===== src/rtl/xbus_cycle_gen.sv =====
`timescale 1ns/1ps
module xbus_cycle_gen #(
  parameter int AW    = 16,
  parameter int DW    = 8,
  parameter int ALE_W = 2,
  parameter int STB_W = 6
) (
  input  logic          clk,
  input  logic          rst_n,
  input  logic          req,
  input  logic          we,
  input  logic [AW-1:0] addr,
  input  logic [DW-1:0] wdata,
  output logic          ready,
  output logic          done,
  output logic [DW-1:0] rdata,
  output logic          ale,
  output logic          rd_n,
  output logic          wr_n,
  output logic [AW-DW-1:0] addr_hi,
  output logic [DW-1:0] ad_out,
  output logic          ad_oe,
  input  logic [DW-1:0] ad_in
);
  localparam int ADDR_ON_I = ALE_W - 1;
  localparam int STB_ON_I  = ALE_W + 3;
  localparam int DATA_ON_I = STB_ON_I - 1;
  localparam int LAST_I    = STB_ON_I + STB_W;
  localparam int PW        = $clog2(LAST_I + 1);

  localparam logic [PW-1:0] P_ALE_END = PW'(ALE_W);
  localparam logic [PW-1:0] P_ADDR_ON = PW'(ADDR_ON_I);
  localparam logic [PW-1:0] P_DATA_ON = PW'(DATA_ON_I);
  localparam logic [PW-1:0] P_STB_ON  = PW'(STB_ON_I);
  localparam logic [PW-1:0] P_LAST    = PW'(LAST_I);
  localparam logic [PW-1:0] P_SAMPLE  = PW'(LAST_I - 1);

  logic          busy, we_q, hold_q;
  logic [PW-1:0] ph;
  logic [AW-1:0] a_q;
  logic [DW-1:0] wd_q, hold_d, rd_q;
  logic          last, take, in_addr, in_data, stb;

  assign last  = busy && (ph == P_LAST);
  assign ready = !busy || last;
  assign take  = req && ready;

  always_ff @(posedge clk) begin
    if (!rst_n) begin
      busy   <= 1'b0;
      ph     <= '0;
      we_q   <= 1'b0;
      a_q    <= '0;
      wd_q   <= '0;
      rd_q   <= '0;
      hold_q <= 1'b0;
      hold_d <= '0;
    end else begin
      if (take) begin
        busy <= 1'b1;
        ph   <= '0;
        a_q  <= addr;
        we_q <= we;
        wd_q <= wdata;
      end else if (last) begin
        busy <= 1'b0;
        ph   <= '0;
      end else if (busy) begin
        ph <= ph + 1'b1;
      end
      if (busy && !we_q && ph == P_SAMPLE) rd_q <= ad_in;
      hold_q <= last && we_q;
      if (last && we_q) hold_d <= wd_q;
    end
  end

  assign ale     = busy && (ph < P_ALE_END);
  assign in_addr = busy && (ph >= P_ADDR_ON) && (ph < (we_q ? P_DATA_ON : P_STB_ON));
  assign in_data = busy && we_q && (ph >= P_DATA_ON);
  assign stb     = busy && (ph >= P_STB_ON) && (ph < P_LAST);

  assign rd_n    = !(stb && !we_q);
  assign wr_n    = !(stb && we_q);
  assign ad_oe   = in_addr || in_data || hold_q;
  assign ad_out  = in_addr ? a_q[DW-1:0] : (in_data ? wd_q : hold_d);
  assign addr_hi = a_q[AW-1:DW];
  assign done    = last;
  assign rdata   = rd_q;
endmodule



===== config.mk =====
export PLATFORM = sky130hd
export DESIGN_NAME = xbus_cycle_gen
export DESIGN_NICKNAME = d
export VERILOG_FILES = /design/src/rtl/xbus_cycle_gen.sv
export SDC_FILE = /design/constraint.sdc
export NUM_CORES = 1
export LEC_CHECK = 0
export CAP_MARGIN = 20
export CORE_ASPECT_RATIO = 1.1
export CORE_MARGIN = 1.5
export CORE_UTILIZATION = 30
export DETAILED_ROUTE_END_ITERATION = 10
export SYNTH_ARGS = -nofsm -noshare
export SYNTH_HDL_FRONTEND = slang
export SYNTH_SLANG_ARGS = --single-unit

===== constraint.sdc =====
create_clock -name clk -period 4.3 [get_ports clk]
set_clock_uncertainty 0.05 [all_clocks]
set_input_delay 0.43 -clock clk [delete_from_list [all_inputs] [get_ports clk]]
set_output_delay 0.43 -clock clk [all_outputs]
set_load 0.1 [all_outputs]

# == Word level (Yosys, flattened, before mapping) ==
# Cells that the tools add are included.
# op_classes
addsub,1
n_mul,0
div_mod_pow,0
n_lt_le_gt_ge,6
n_eq_ne,2
shift,0
n_mux,5
bitwise_logic,1
reduce_logical,23
# ops
op,count
2-to-1 mux 8 bit,2
logical AND 1 bit,14
equality test 4 bit (second input constant),2
>= comparator 4 x 3 -> 1 bit (second input constant),2
adder 4 x 1 -> 4 bit (second input constant),1
>= comparator 4 x 1 -> 1 bit (second input constant),1
logical NOT 1 bit,4
less-than comparator 4 x 2 -> 1 bit (second input constant),1
less-than comparator 4 x 3 -> 1 bit,1
less-than comparator 4 bit (second input constant),1
logical OR 1 bit,3
2-to-1 mux 1 bit,3
OR reduction 3 bit,1
nonzero test 2 bit,1
NOT 1 bit,1
# word_totals
reg_bits,47
latchBits,0
ram_bits,0
rom_bits,0
input_bits,36
out_inout_bits,30
wordCells,46
memories,0

# == Longest topological paths before layout ==
# Gate-level depths: netlist (run 1).
# depth
word_depth,5
depth_mapped,6
depth_no_buf,5

# == Worst setup path before layout (run 1) ==
# OpenSTA, ideal clock, no wires.
# synth_path
kind,flip-flop to output port
startpoint,reg busy
endpoint,out ale
arrival_ps,3825
t_required_ps,3820
setup_slack_ps,-5
stages_incl_launch_ff,4
n_path_buf,2
cell_sequence,dfxtp_1 > buf_2 > buf_2 > nor4b_1
# synth_via
elab_chain_len,1
# synth_lines
item,line_no,source
"start, declared",38,"logic busy, we_q, hold_q;"
"start signal, assigned",50,busy <= 1'b0;
"start signal, assigned",60,busy <= 1'b1;
"start signal, assigned",66,busy <= 1'b0;
logical AND 1 bit,77,assign ale = busy && (ph < P_ALE_END);
"end, declared",17,"output logic ale,"
# No other way between the ends.

# == Worst setup path in the final report (run 1) ==
# layout_path
startpoint,reg busy
endpoint,out ad_oe
# layout_via
elab_chain_len,4
elab_cells_between_ends,6
classes_between,reduce/logical: 6
# layout_lines
item,line_no,source
logical AND 1 bit (on tied branches) (2 in a row),"78, 79",
logical OR 1 bit * (2 in a row),84,assign ad_oe = in_addr || in_data || hold_q;
"end, declared",22,"output logic ad_oe,"
# Every way passes the cells marked *; elsewhere a longest branch is shown, timed or not.

==> metrics, run 1 <==
run status finished, final reports clean; required time of the critical path 3.82 ns; row cnt 33; met3 Track Usage GR 4.33%; clk sinks between 40 and 50; Pins Over Slew Limit 0; post-cts sizing count 0; grt total ovfl 0; Clock Latency Late Sink 0.30 ns; Clock power frac 34.8%; Power Density 310 nW/um^2; Hold Crit Class flop to flop; mux cell area share after synthesis 18.6%; root buffer cell clkbuf_8; vias 1,820; First-pass DRT Iterations 4; layout cells sized above 1 between 10% and 20%; Final Critical Period 3.33 ns; antenna viol nets, final 0; r2r setup slk 2.38 ns; Residual DRC 0; critical path peak fanout 15; P_sw 268 uW; Crit path largest cell delay 1.16 ns; hold-fix buffers at CTS 0; Slew @ Worst Pin 1.02 ns; combinational family with the most area after synthesis multiplexers; pin count of the biggest net entering global routing between 40 and 50; CP max-delay cell clkdlybuf4s50_1; CTS buffer count 5; fraction of the yosys area taken by sequential cells 39.4%; post-DP HPWL ~3700 um; max-cap violations 0; post-route cell area between 3000 and 4000 um^2; DRT iter0 DRCs 50; WS Path Type flop to output pin; CTS tree built; Post-Syn Area between 2000 and 2500 um^2; Syn Area/Cell 9.52 um^2; XOR/XNOR share of the synthesized area 1.10%; top-area cell type share of the netlist area 39.4%; Setup crit end kind output pin; # nets final 339; setup TNS 0 ns; Post-Synth Simple-Gate Area 18.0%; maximum clock rate around 0.30 GHz; compound-cell area share of the yosys netlist 13.0%; Final period util 77.3%; number of synthesized register bits 47; synth warn 0; Buffers on Ports 65; count leader, synth nand2_1; Die Wd between 80 and 90 um; die height 96.6 um; Antenna Cells 0; routed wire length ~5200 um; Net Count, Synth 291; Int Power between 700 and 800 uW; CP startpoint kind flop; Fin. Hold Viols 0; Static Leak 0.00132 uW; Distinct cells, synth 36; H-tree levels 2; area of the core region 7600 um^2; first-pass GRT wire length 8600 um; IO Pins 66; Worst slew margin 31.7%; cell taking the most area after synthesis dfxtp_1; initial antenna violation count 0; ys async rst share 0%; Commonest cells post-synth nand2_1, dfxtp_1, mux2i_1, a21boi_1, nand3_1; sw frac 27.5%; Area Growth Syn to Fin 31.5%; fraction of the mapped netlist area in adder cells between 2 and 2.5%; met2 Use GR approximately 21%; Post-synth top flop dfxtp_1; worst vdd ir 0.103 mV; main area contributors after synthesis dfxtp_1, mux2i_1, nand2_1; setup bufs post-CTS 0; drt via density 4.49; Comb pwr share 17.1%; Initial Utilization a little under a third; crit-path cells o2111ai_4, nand3b_1, clkdlybuf4s50_1; gr busiest metal met2; count of flip-flops with a built-in enable after synthesis 0; CP arrival 2.85 ns; die area 8510 um^2; Clock transition at path regs roughly 0.09 ns; Total GRT Usage 13.0%; Post-Synthesis Cells around 250; GP Congestion 0.740; Clock Tree Buf Depth 2; # setup viols final 0; vias in the first global route 1,776; met1 Track Usage GR between 15 and 20%; routed len/inst between 10 and 15 um; Seq pwr share 48.1%; Area after DPL 3020 um^2; unrepaired setup endpoints after global routing no
[per-stage QoR]
stage,hold WS [ns],total power (uW),setup WS [ns],utilization (%),std cells
6_report,0.411,975,0.974,41.3,405
5_1_grt,0.433,1020,0.808,41.3,405
2_1_floorplan,0.382,594,1.42,-,251
4_1_cts,0.415,990,0.958,41.3,405
3_5_place_dp,0.400,647,1.30,39.8,397
3_3_place_gp,0.394,643,1.36,39.5,396
[state kept, by name (all words and copies together) (netlist names)]
name / cells
a_q: 16
busy: 1
hold_d: 8
hold_q: 1
ph: 4
rdata: 8
wd_q: 8
we_q: 1
[power groups by stage]
stage	Sequential (uW)	Clock [uW]	Combinational, uW
after global routing	472	372	177
final	469	340	166
after global placement	479	0	164
after CTS	469	353	168
after floorplan	470	0	124
after detailed placement	479	0	168
[metal layers]
layer,share of wire [%],up-vias
li1,-,940
met1,48,821
met3,7.3,3
met4,0.69,0
met5,0,-
met2,44,56
[layout make-up]
| class | count | area (um^2) |
|---|---|---|
| fill | 795 | 4460 |
| multi-input combinational | 173 | 1280 |
| sequential | 47 | 941 |
| timing repair buffer | 67 | 653 |
| tap | 105 | 131 |
| clock buffer | 6 | 82.6 |
| clock inverter | 2 | 35.0 |
| inverter | 5 | 18.8 |
[cells by family after synthesis]
group	count (synthesis)
muxes	42
and+or+nand+nor	86
DFF	47
adders and majority gates	4
xor gates and xnor gates	3
AOI/OAI and AO/OA	38
buffers and inverters	31
[critical path: cells and delay by family (launching register included)]
kind                   cells  cell delay [ns]
AOI/OAI and AO/OA          1             0.38
buffers and inverters      1             1.16
DFF                        1             0.80
and+or+nand+nor            1             0.20
[placed cells by master, fill, tap and decap left out, types with 8 or more instances in the layout]
| cell | instances |
|---|---|
| mux2_1 | 8 |
| nand3_1 | 11 |
| clkdlybuf4s50_1 | 56 |
| mux2i_1 | 26 |
| a21boi_1 | 16 |
| o21a_1 | 8 |
| dfxtp_1 | 47 |
| nand2_1 | 52 |
| and3_1 | 9 |
| o21ai_1 | 8 |
| buf_4 | 9 |
[final timing paths]
kind / from / end / cells past startpoint
max: busy / ad_oe / 3
min: a_q[0] / a_q[0] / 2
max reg2reg: ph[1] / a_q[12] / 5
min reg2reg: a_q[0] / a_q[0] / 2
No activity file was read; power rests on OpenSTA's default activity.
==> run 2: changes to the inputs <==
==> constraint.sdc (replaced) <==
create_clock -name clk -period 2.7 [get_ports clk]
set_clock_uncertainty 0.05 [all_clocks]
set_input_delay 0.27 -clock clk [delete_from_list [all_inputs] [get_ports clk]]
set_output_delay 0.27 -clock clk [all_outputs]
set_load 0.1 [all_outputs]
==> metrics, run 2 (synthesis gave the netlist of run 1 again) <==
run status finished, final reports clean; Fin. Hold Viols 0; Comb pwr share between 10% and 20%; Final period util 91.7%; area of the core region 7600 um^2; commonest non-fill, non-tap cell in the layout nand2_1; pin count of the biggest net entering global routing 28; setup TNS 0 ns; Residual DRC 0; max-cap violations 0; clk sinks 47; post-route cell area 3270 um^2; Int Power ~1200 uW; r2r setup slk 0.75 ns; Power Density 499 nW/um^2; routed wire length approximately 5500 um; IO Pins between 60 and 70; Top reg by flops a_q; Reg-to-Reg Start ph[0]; WS Path Type flop to output pin; Initial Utilization 31.4%; CTS buffer count 5; GP Congestion 0.732; max reg flops 16; Total GRT Usage 13.7%; Slew @ Worst Pin 0.604 ns; total chip power between 1500 and 2000 uW; reg2reg end a_q[0]; Hold Crit Class primary input to flop; Seq pwr share 45.4%; row cnt 33; CP Capture Point ad_out[0]; first-pass GRT wire length 9050 um; DRT iter0 DRCs 90; Area after DPL 3140 um^2; worst setup path start ph[1]; Final Critical Period 2.48 ns; maximum clock rate 0.404 GHz; # nets final 342; required time of the critical path 2.38 ns; Buffers on Ports 65; First-pass DRT Iterations 4; layout cells sized above 1 around 20%; met1 Track Usage GR 15.8%; gr busiest metal met2; Pins Over Slew Limit 0; Clock Latency Late Sink 0.30 ns; Setup crit end kind output pin; Static Leak roughly 0.0014 uW; antenna viol nets, final 0; P_sw 432 uW; Clock Tree Buf Depth 2; met3 Track Usage GR 4.08%; met2 Use GR 24.7%; vias 1,898; worst vdd ir 0.170 mV; die area 8510 um^2; worst-case reg-to-reg path depth 5; # setup viols final 0; most frequent cells in the layout nand2_1, dfxtp_1, clkdlybuf4s50_1, mux2i_1, buf_4; grt total ovfl 0; vias in the first global route around 1.9k; Die Wd 88.1 um; sw frac a little over a quarter; H-tree levels 2; routed len/inst around 13 um; CP startpoint kind flop; Area Growth Syn to Fin 36.9%; initial antenna violation count 0; drt via density 4.65; root buffer cell clkbuf_8; CTS tree built; Worst slew margin 59.7%; setup bufs post-CTS 0; unrepaired setup endpoints after global routing no; critical path peak fanout 9; post-DP HPWL just under 4000 um; CP arrival between 2 and 2.5 ns; Clock power frac between 30% and 40%; die height 96.6 um; Clock transition at path regs 0.09 ns; Antenna Cells 0
## run 2: cell count changes in the layout (fill, tap and decap cells not counted), sizes merged
cell and delta:
bufinv +1, buf +25, clkinv -1, clkdlybuf4s50 -22
## run 2: area by class of cell
class	instances	area, um^2
Sequential cell	47	942
Timing Repair Buffer	70	758
Tap cell	105	131
Clock buffer	6	72.6
Inverter	5	18.8
Clock inverter	2	60.1
Multi-Input combinational cell	173	1290
Fill cell	789	4330
## run 2: metal layers
layer / routed length [um] / share of wire [%] / vias up
met5: 0 / 0 / -
met4: 58 / 1.1 / 0
met3: 367 / 6.7 / 7
met2: 2590 / 47 / 59
met1: 2480 / 45 / 880
li1: - / - / 952
## run 2: through the flow
stage | instances | utilization, % | setup WS, ns | hold slack, ns
2_1_floorplan | 251 | - | 0.335 | 0.359
3_3_place_gp | 400 | 41.3 | 0.440 | 0.394
3_5_place_dp | 400 | 41.3 | 0.394 | 0.403
4_1_cts | 408 | 43.0 | 0.0592 | 0.379
5_1_grt | 408 | 43.1 | 0.0968 | 0.404
6_report | 408 | 43.1 | 0.223 | 0.389
## run 2: worst min path at each step
stage | endpoint | depth (start not counted) | slack (ns) | start
global placement | a_q[14] | 2 | 0.39 | a_q[14]
finish | wd_q[0] | 3 | 0.39 | rst_n
global route | wd_q[0] | 3 | 0.40 | rst_n
detailed placement | a_q[6] | 2 | 0.40 | a_q[6]
CTS | a_q[15] | 3 | 0.38 | rst_n
floorplan | busy | 2 | 0.36 | req
## run 2: timing repair
action | 4_1_cts | 5_1_grt
setup endpoints to repair | 0 | 7
hold buffers | 0 | 0
gates resized for setup | 0 | 1
## run 2: power by group through the flow
stage	sequential, uW	clock [uW]	combinational (uW)
finish	741	613	279
floorplan	749	0	199
global placement	757	0	278
CTS	742	638	281
detailed placement	757	0	281
global route	745	661	297
## run 2: critical path, cell delays in order (launching register included)
cell and delay (ns):
dfxtp_2 0.44, inv_1 0.09, ha_1 0.17, nand2b_1 0.18, o2111ai_4 0.39, mux2_2 0.42, buf_12 0.17
